--- src/rtl/rtc_snap_pkg.sv ---
package rtc_snap_pkg;
  // register byte offsets (software decodes these)
  localparam int OFS_BUSY   = 'h04;
  localparam int OFS_SEC    = 'h08;
  localparam int OFS_SHADOW = 'h0C;
  localparam int OFS_MSEC   = 'h10;
  localparam int OFS_SALM0  = 'h14;  // seconds alarms at 0x14 + 4*i
  localparam int OFS_MALM   = 'h1C;
  localparam int OFS_MASK   = 'h28;
  localparam int OFS_STAT   = 'h2C;

  // event layout: seconds alarms, then ms alarm, then countdowns
  localparam int SALM_N = 2;
  localparam int CDN_N  = 2;
  localparam int EVT_N  = SALM_N + 1 + CDN_N;
  localparam int EV_MALM = SALM_N;
endpackage

--- src/rtl/rtc_snap_timebase.sv ---
module rtc_snap_timebase #(
  parameter int TICK_HZ  = 32768,
  parameter int MS_PER_S = 1000,
  parameter int SEC_W    = 32,
  parameter int MS_W     = 10,
  parameter int COPY_DIV = 8
) (
  input  logic             clk,
  input  logic             rst,
  input  logic             tick,
  input  logic             ld_req,
  input  logic [SEC_W-1:0] ld_val,
  output logic [SEC_W-1:0] sec_live,
  output logic [SEC_W-1:0] sec_nxt,
  output logic [SEC_W-1:0] bus_sec,
  output logic [MS_W-1:0]  ms_live,
  output logic [MS_W-1:0]  ms_nxt,
  output logic [MS_W-1:0]  bus_ms,
  output logic             sec_upd,
  output logic             ms_upd,
  output logic             busy,
  output logic             pend
);
  localparam int ACC_W = $clog2(TICK_HZ + MS_PER_S) + 1;
  localparam int PH_W  = (COPY_DIV > 1) ? $clog2(COPY_DIV) : 1;
  localparam logic [ACC_W-1:0] ACC_INC = ACC_W'(MS_PER_S);
  localparam logic [ACC_W-1:0] ACC_MOD = ACC_W'(TICK_HZ);
  localparam logic [MS_W-1:0]  MS_LAST = MS_W'(MS_PER_S - 1);
  localparam logic [PH_W-1:0]  PH_LAST = PH_W'(COPY_DIV - 1);

  logic [ACC_W-1:0] acc_q, acc_sum, acc_nxt;
  logic [MS_W-1:0]  ms_q, bms_q;
  logic [SEC_W-1:0] sec_q, bsec_q, pval_q;
  logic [PH_W-1:0]  ph_q, ph_nxt;
  logic             pend_q, busy_q, step, wrap;

  always_comb begin
    acc_sum = acc_q + ACC_INC;
    step    = (acc_sum >= ACC_MOD);
    wrap    = step && (ms_q == MS_LAST);
    if (pend_q) begin
      acc_nxt = '0;
      ms_nxt  = '0;
      sec_nxt = pval_q;
    end else begin
      acc_nxt = step ? (acc_sum - ACC_MOD) : acc_sum;
      ms_nxt  = step ? (wrap ? '0 : ms_q + 1'b1) : ms_q;
      sec_nxt = wrap ? sec_q + 1'b1 : sec_q;
    end
    ph_nxt  = (ph_q == PH_LAST) ? '0 : ph_q + 1'b1;
    sec_upd = tick && (pend_q || wrap);
    ms_upd  = tick && (pend_q || step);
  end

  always_ff @(posedge clk) begin
    if (rst) begin
      acc_q  <= '0;
      ms_q   <= '0;
      sec_q  <= '0;
      ph_q   <= '0;
      busy_q <= 1'b0;
      bsec_q <= '0;
      bms_q  <= '0;
      pend_q <= 1'b0;
      pval_q <= '0;
    end else begin
      if (tick) begin
        acc_q  <= acc_nxt;
        ms_q   <= ms_nxt;
        sec_q  <= sec_nxt;
        ph_q   <= ph_nxt;
        busy_q <= (ph_nxt == PH_LAST);
        if (ph_q == PH_LAST) begin
          bsec_q <= sec_q;
          bms_q  <= ms_q;
        end
      end
      if (ld_req) begin
        pend_q <= 1'b1;
        pval_q <= ld_val;
      end else if (tick) begin
        pend_q <= 1'b0;
      end
    end
  end

  assign sec_live = sec_q;
  assign ms_live  = ms_q;
  assign bus_sec  = bsec_q;
  assign bus_ms   = bms_q;
  assign busy     = busy_q;
  assign pend     = pend_q;
endmodule

--- src/rtl/rtc_snap_events.sv ---
module rtc_snap_events
  import rtc_snap_pkg::*;
#(
  parameter int SEC_W  = 32,
  parameter int MS_W   = 10,
  parameter int DATA_W = 32
) (
  input  logic                         clk,
  input  logic                         rst,
  input  logic                         sec_upd,
  input  logic [SEC_W-1:0]             sec_nxt,
  input  logic                         ms_upd,
  input  logic [MS_W-1:0]              ms_nxt,
  input  logic [SALM_N-1:0][SEC_W-1:0] salm,
  input  logic [DATA_W-1:0]            malm,
  input  logic [CDN_N-1:0]             cdown_hit,
  input  logic [EVT_N-1:0]             clr,
  input  logic                         mask_we,
  input  logic [EVT_N-1:0]             mask_wval,
  output logic [EVT_N-1:0]             status,
  output logic [EVT_N-1:0]             mask,
  output logic [EVT_N-1:0]             set_vec,
  output logic                         irq
);
  logic [EVT_N-1:0] st_q, mk_q, st_nxt, mk_nxt;
  logic             irq_q;
  logic [DATA_W-1:0] ms_ext;

  assign ms_ext = {{(DATA_W-MS_W){1'b0}}, ms_nxt};

  genvar g;
  generate
    for (g = 0; g < SALM_N; g++) begin : g_salm
      assign set_vec[g] = sec_upd && (salm[g] != '0) && (sec_nxt == salm[g]);
    end
  endgenerate

  assign set_vec[EV_MALM]             = ms_upd && (malm != '0) && (ms_ext == malm);
  assign set_vec[EVT_N-1:EV_MALM+1]   = cdown_hit;

  always_comb begin
    st_nxt = (st_q & ~clr) | set_vec;
    mk_nxt = mask_we ? mask_wval : mk_q;
  end

  always_ff @(posedge clk) begin
    if (rst) begin
      st_q  <= '0;
      mk_q  <= '0;
      irq_q <= 1'b0;
    end else begin
      st_q  <= st_nxt;
      mk_q  <= mk_nxt;
      irq_q <= |(st_nxt & mk_nxt);
    end
  end

  assign status = st_q;
  assign mask   = mk_q;
  assign irq    = irq_q;
endmodule

--- src/rtl/rtc_snap_regs.sv ---
module rtc_snap_regs
  import rtc_snap_pkg::*;
#(
  parameter int ADDR_W = 8,
  parameter int DATA_W = 32,
  parameter int SEC_W  = 32,
  parameter int MS_W   = 10
) (
  input  logic                         clk,
  input  logic                         rst,
  input  logic                         rd_en,
  input  logic                         wr_en,
  input  logic [ADDR_W-1:0]            addr,
  input  logic [DATA_W-1:0]            wdata,
  input  logic [SEC_W-1:0]             bus_sec,
  input  logic [MS_W-1:0]              bus_ms,
  input  logic                         busy,
  input  logic [EVT_N-1:0]             status,
  input  logic [EVT_N-1:0]             mask,
  output logic [DATA_W-1:0]            rdata,
  output logic                         ld_req,
  output logic [SEC_W-1:0]             ld_val,
  output logic [SALM_N-1:0][SEC_W-1:0] salm,
  output logic [DATA_W-1:0]            malm,
  output logic [EVT_N-1:0]             clr,
  output logic                         mask_we,
  output logic [EVT_N-1:0]             mask_wval
);
  logic [SALM_N-1:0][SEC_W-1:0] salm_q;
  logic [DATA_W-1:0] malm_q, rd_mux, rdata_q;
  logic [SEC_W-1:0]  shadow_q;
  logic              hit_msec, hit_stat;

  assign hit_msec = (addr == ADDR_W'(OFS_MSEC));
  assign hit_stat = (addr == ADDR_W'(OFS_STAT));

  always_comb begin
    rd_mux = '0;
    case (addr)
      ADDR_W'(OFS_BUSY):   rd_mux = DATA_W'(busy);
      ADDR_W'(OFS_SEC):    rd_mux = DATA_W'(bus_sec);
      ADDR_W'(OFS_SHADOW): rd_mux = DATA_W'(shadow_q);
      ADDR_W'(OFS_MSEC):   rd_mux = DATA_W'(bus_ms);
      ADDR_W'(OFS_MALM):   rd_mux = malm_q;
      ADDR_W'(OFS_MASK):   rd_mux = DATA_W'(mask);
      ADDR_W'(OFS_STAT):   rd_mux = DATA_W'(status);
      default:             rd_mux = '0;
    endcase
    for (int i = 0; i < SALM_N; i++) begin
      if (addr == ADDR_W'(OFS_SALM0 + 4*i)) rd_mux = DATA_W'(salm_q[i]);
    end
  end

  always_ff @(posedge clk) begin
    if (rst) begin
      salm_q   <= '0;
      malm_q   <= '0;
      shadow_q <= '0;
      rdata_q  <= '0;
    end else begin
      if (rd_en) begin
        rdata_q <= rd_mux;
        if (hit_msec) shadow_q <= bus_sec;
      end
      if (wr_en) begin
        for (int i = 0; i < SALM_N; i++) begin
          if (addr == ADDR_W'(OFS_SALM0 + 4*i)) salm_q[i] <= wdata[SEC_W-1:0];
        end
        if (addr == ADDR_W'(OFS_MALM)) malm_q <= wdata;
      end
    end
  end

  assign ld_req    = wr_en && (addr == ADDR_W'(OFS_SEC));
  assign ld_val    = wdata[SEC_W-1:0];
  assign clr       = (wr_en && hit_stat) ? wdata[EVT_N-1:0] : '0;
  assign mask_we   = wr_en && (addr == ADDR_W'(OFS_MASK));
  assign mask_wval = wdata[EVT_N-1:0];
  assign salm      = salm_q;
  assign malm      = malm_q;
  assign rdata     = rdata_q;
endmodule

--- src/rtl/rtc_snap_top.sv ---
module rtc_snap_top
  import rtc_snap_pkg::*;
#(
  parameter int TICK_HZ  = 32768,
  parameter int MS_PER_S = 1000,
  parameter int COPY_DIV = 8,
  parameter int SEC_W    = 32,
  parameter int MS_W     = 10,
  parameter int ADDR_W   = 8,
  parameter int DATA_W   = 32
) (
  input  logic              clk,
  input  logic              rst,
  input  logic              tick_32k,
  input  logic [1:0]        cdown_hit,
  input  logic              rd_en,
  input  logic              wr_en,
  input  logic [ADDR_W-1:0] addr,
  input  logic [DATA_W-1:0] wdata,
  output logic [DATA_W-1:0] rdata,
  output logic              irq
);
  logic [SEC_W-1:0] sec_live_w, sec_nxt_w, bus_sec_w, ld_val_w;
  logic [MS_W-1:0]  ms_live_w, ms_nxt_w, bus_ms_w;
  logic             sec_upd_w, ms_upd_w, busy_w, pend_w, ld_req_w, mask_we_w;
  logic [SALM_N-1:0][SEC_W-1:0] salm_w;
  logic [DATA_W-1:0] malm_w;
  logic [EVT_N-1:0]  status_w, mask_w, set_w, clr_w, mask_wval_w;

  rtc_snap_timebase #(
    .TICK_HZ(TICK_HZ), .MS_PER_S(MS_PER_S), .SEC_W(SEC_W),
    .MS_W(MS_W), .COPY_DIV(COPY_DIV)
  ) u_tb (
    .clk(clk), .rst(rst), .tick(tick_32k),
    .ld_req(ld_req_w), .ld_val(ld_val_w),
    .sec_live(sec_live_w), .sec_nxt(sec_nxt_w), .bus_sec(bus_sec_w),
    .ms_live(ms_live_w), .ms_nxt(ms_nxt_w), .bus_ms(bus_ms_w),
    .sec_upd(sec_upd_w), .ms_upd(ms_upd_w), .busy(busy_w), .pend(pend_w)
  );

  rtc_snap_regs #(
    .ADDR_W(ADDR_W), .DATA_W(DATA_W), .SEC_W(SEC_W), .MS_W(MS_W)
  ) u_regs (
    .clk(clk), .rst(rst), .rd_en(rd_en), .wr_en(wr_en), .addr(addr),
    .wdata(wdata), .bus_sec(bus_sec_w), .bus_ms(bus_ms_w), .busy(busy_w),
    .status(status_w), .mask(mask_w), .rdata(rdata),
    .ld_req(ld_req_w), .ld_val(ld_val_w), .salm(salm_w), .malm(malm_w),
    .clr(clr_w), .mask_we(mask_we_w), .mask_wval(mask_wval_w)
  );

  rtc_snap_events #(
    .SEC_W(SEC_W), .MS_W(MS_W), .DATA_W(DATA_W)
  ) u_evt (
    .clk(clk), .rst(rst), .sec_upd(sec_upd_w), .sec_nxt(sec_nxt_w),
    .ms_upd(ms_upd_w), .ms_nxt(ms_nxt_w), .salm(salm_w), .malm(malm_w),
    .cdown_hit(cdown_hit), .clr(clr_w), .mask_we(mask_we_w),
    .mask_wval(mask_wval_w), .status(status_w), .mask(mask_w),
    .set_vec(set_w), .irq(irq)
  );
endmodule

--- config.mk ---
export PLATFORM = sky130hd
export DESIGN_NAME = rtc_snap_top
export DESIGN_NICKNAME = d
export VERILOG_FILES = /design/src/rtl/rtc_snap_pkg.sv /design/src/rtl/rtc_snap_timebase.sv /design/src/rtl/rtc_snap_events.sv /design/src/rtl/rtc_snap_regs.sv /design/src/rtl/rtc_snap_top.sv
export SDC_FILE = /design/constraint.sdc
export NUM_CORES = 1
export LEC_CHECK = 0
export ABC_AREA = 1
export BUFFER_PORTS_ARGS = -buffer_cell sky130_fd_sc_hd__buf_2
export CORE_UTILIZATION = 57
export DETAILED_ROUTE_END_ITERATION = 8
export PLACE_DENSITY = 0.76
export SYNTH_ARGS = -nofsm -noshare
export SYNTH_HDL_FRONTEND = slang
export SYNTH_HIERARCHICAL = 1
export SYNTH_SLANG_ARGS = --single-unit
--- constraint.sdc ---
create_clock -name clk -period 4.1 [get_ports clk]
set_input_delay 0 -clock clk [delete_from_list [all_inputs] [get_ports clk]]
set_output_delay 0 -clock clk [all_outputs]
set_load 0.1 [all_outputs]
==> impl_metrics.env <==
export IMPL_outcome="completed"
export IMPL_cts_max_level=2
export IMPL_worst_slack_ns=0.773
export IMPL_synthesis_nets=2677
export IMPL_placedCellCount=2935
export IMPL_grt_pass1_wl_um=90500
export IMPL_maxSlewHeadroom=0.211
export IMPL_grt_overflow=0
export IMPL_place_congestion=1.02
export IMPL_switching_share=0.256
export IMPL_dpl_hpwl_um=41100
export IMPL_num_vias=17600
export IMPL_drc=0
export IMPL_pwr_share_seq=0.449
export IMPL_place_ws_ns=0.827
export IMPL_switching_power_mw=1.76
export IMPL_intPower_mw=5.11
export IMPL_grt_pass1_vias=15900
export IMPL_insertedDiodeCount=0
export IMPL_start_util=0.583
export IMPL_cp_slowest_cell="dfxtp_1"
export IMPL_cellPowerDensity_nw_per_um2=373
export IMPL_cts_tree="yes"
export IMPL_peakVddDrop_v=0.000322
export IMPL_fin_crit_ns=3.33
export IMPL_die_area_sq_um=30200
export IMPL_critPathKind="reg -> reg"
export IMPL_critPathLaunchType="register"
export IMPL_cts_clk_slew_worst_paths_ns=0.06
export IMPL_firstDrtPassIters=6
export IMPL_finalHoldViolations=0
export IMPL_routed_wl_um=58800
export IMPL_num_io_pins=80
export IMPL_setup_violations=0
export IMPL_path_common_cell="nand2_1"
export IMPL_combinationalPowerShare=0.090
export IMPL_grt_usage=0.384
export IMPL_wl_per_cell_um=19.4
export IMPL_worst_path_max_fanout=31
export IMPL_holdPathStages=2
export IMPL_coreArea_sq_um=28900
export IMPL_clkSinkCount=306
export IMPL_antenna_left=0
export IMPL_avgSynthCellArea_sq_um=6.41
export IMPL_cp_end_kind="register"
export IMPL_vias_per_cell=5.79
export IMPL_fin_nets=2677
export IMPL_p_clk_frac=0.461
export IMPL_reg2reg_depth=26
export IMPL_worst_slew_pin_slew_ns=1.18
export IMPL_slew_viol_final=0
export IMPL_clock_latency_ns=0.51
export IMPL_grt_setup_unrepaired="no"
export IMPL_syn_area_sq_um=16800
export IMPL_synth_cells=2624
export IMPL_portBuffers=79
export IMPL_arrival_ns=3.78
export IMPL_row_count=62
export IMPL_drive_gt1_frac=0.0820
export IMPL_slowest_delay_ns=0.34
export IMPL_post_dp_cell_area_sq_um=16900
export IMPL_maxCapViolations=0
export IMPL_fmax_ghz=0.301
export IMPL_clock_skew_ns=0.00945
export IMPL_fin_crit_sh=0.811
export IMPL_crit_required_ns=4.56
export IMPL_die_x_um=174
export IMPL_grt_start_max_net_pins=70
export IMPL_area_delta_synth_final_pct=9.51
export IMPL_antenna_found_initial=0
export IMPL_p_leak_nw=8.03
export IMPL_clockRootBuffer="clkbuf_16"
export IMPL_cts_inserted_buffers=36
export IMPL_drt_iter0_drc=2504
export IMPL_yosysWarnings=6
export IMPL_die_y_um=174
export IMPL_cts_buffer_depth=3
export IMPL_tns_ns=0
export IMPL_stdcell_count=3031
export IMPL_hp_class="in -> reg"
export IMPL_final_area_sq_um=18400
-- worst max-delay path, delay by kind of cell, from the launching register on --
family	cells	cell delay (ns)
fa+ha+maj	2	0.37
flops	1	0.34
simple gates	18	1.81
buf+inv	6	0.75
-- area by class of cell --
type / instances / area (sq um)
clock buffers: 52 / 1050
clock inverters: 9 / 95.1
fillers: 2716 / 10400
inverters: 330 / 1240
multi-input cells: 1810 / 8470
flip-flops and latches: 306 / 6130
well taps: 384 / 480
repair buffers: 140 / 956
-- layer usage --
metal / track usage / up-vias / routed length (um)
met5: 0 / - / 0
met4: 0.138 / 0 / 2000
met3: 0.0684 / 148 / 6270
met2: 0.583 / 1001 / 25400
met1: 0.543 / 8068 / 25200
li1: - / 8344 / -
-- what timing repair did --
item / in CTS / in global routing
buffers inserted: 0 / 0
setup endpoints to repair: 0 / 0
hold buffers: 35 / 0
hold endpoints to repair: 135 / 0
gates resized for setup: 0 / 0
-- stage by stage --
step / util / power [mW] / hold WS, ns
global route: 0.638 / 7.08 / 0.137
floorplan: - / 3.54 / 0.0839
global placement: 0.586 / 3.71 / 0.225
CTS: 0.638 / 6.87 / 0.0935
detailed placement: 0.586 / 3.72 / 0.257
finish: 0.638 / 6.87 / 0.117
-- state kept, by name, indices dropped and copies added, names as in the netlist --
register / cells
u_evt/mask: 5
u_tb/busy: 1
u_tb/acc_q: 14
u_tb/pend: 1
u_evt/irq: 1
u_tb/ms_live: 10
u_tb/ph_q: 3
u_regs/salm: 64
u_regs/shadow_q: 32
u_tb/pval_q: 32
u_regs/rdata: 32
u_tb/bus_ms: 10
u_evt/status: 5
u_regs/malm: 32
u_tb/bus_sec: 32
u_tb/sec_live: 32
-- power groups by stage --
| stage | registers [mW] | logic (mW) | clock network [mW] |
|---|---|---|---|
| final | 3.08 | 0.620 | 3.16 |
| after global routing | 3.09 | 0.677 | 3.32 |
| after CTS | 3.08 | 0.603 | 3.19 |
| after detailed placement | 3.14 | 0.573 | 0 |
| after global placement | 3.14 | 0.568 | 0 |
| after floorplan | 3.14 | 0.399 | 0 |
-- cell usage in the layout, fill, tap and decap left out, types with 2 or more instances in the layout --
master         instances
nand3b_1               2
nand4_1               17
clkinv_1               2
clkbuf_16             37
mux2i_1                3
xor2_1                33
xnor2_1               21
nand2_2               13
clkbuf_8               7
nand2_1              555
dlygate4sd3_1         35
or2_1                  3
buf_4                 26
inv_1                305
o21ai_0              226
buf_2                 78
o21bai_1              22
inv_2                 22
nor2_2                 6
nor2_4                 4
a211oi_1               2
clkbuf_1               8
nor3_1                18
bufinv_16              2
o21ai_1               57
ha_1                   6
a21oi_1              230
dfxtp_1              306
a21oi_2                2
nand3_2                6
nor4_1                 7
clkinv_2               8
nand3_1              263
nor2_1               303
-- path summary, 6_finish.rpt --
kind                        start                 to  slack, ns
setup reg to reg    u_tb/acc_q[3]          u_evt/irq       0.77
setup / recovery    u_tb/acc_q[3]          u_evt/irq       0.77
hold / removal           tick_32k  u_tb/sec_live[10]       0.12
hold reg to reg   u_tb/pval_q[10]    u_tb/pval_q[10]       0.46
Note: power is estimated with default switching activity, not from simulation.
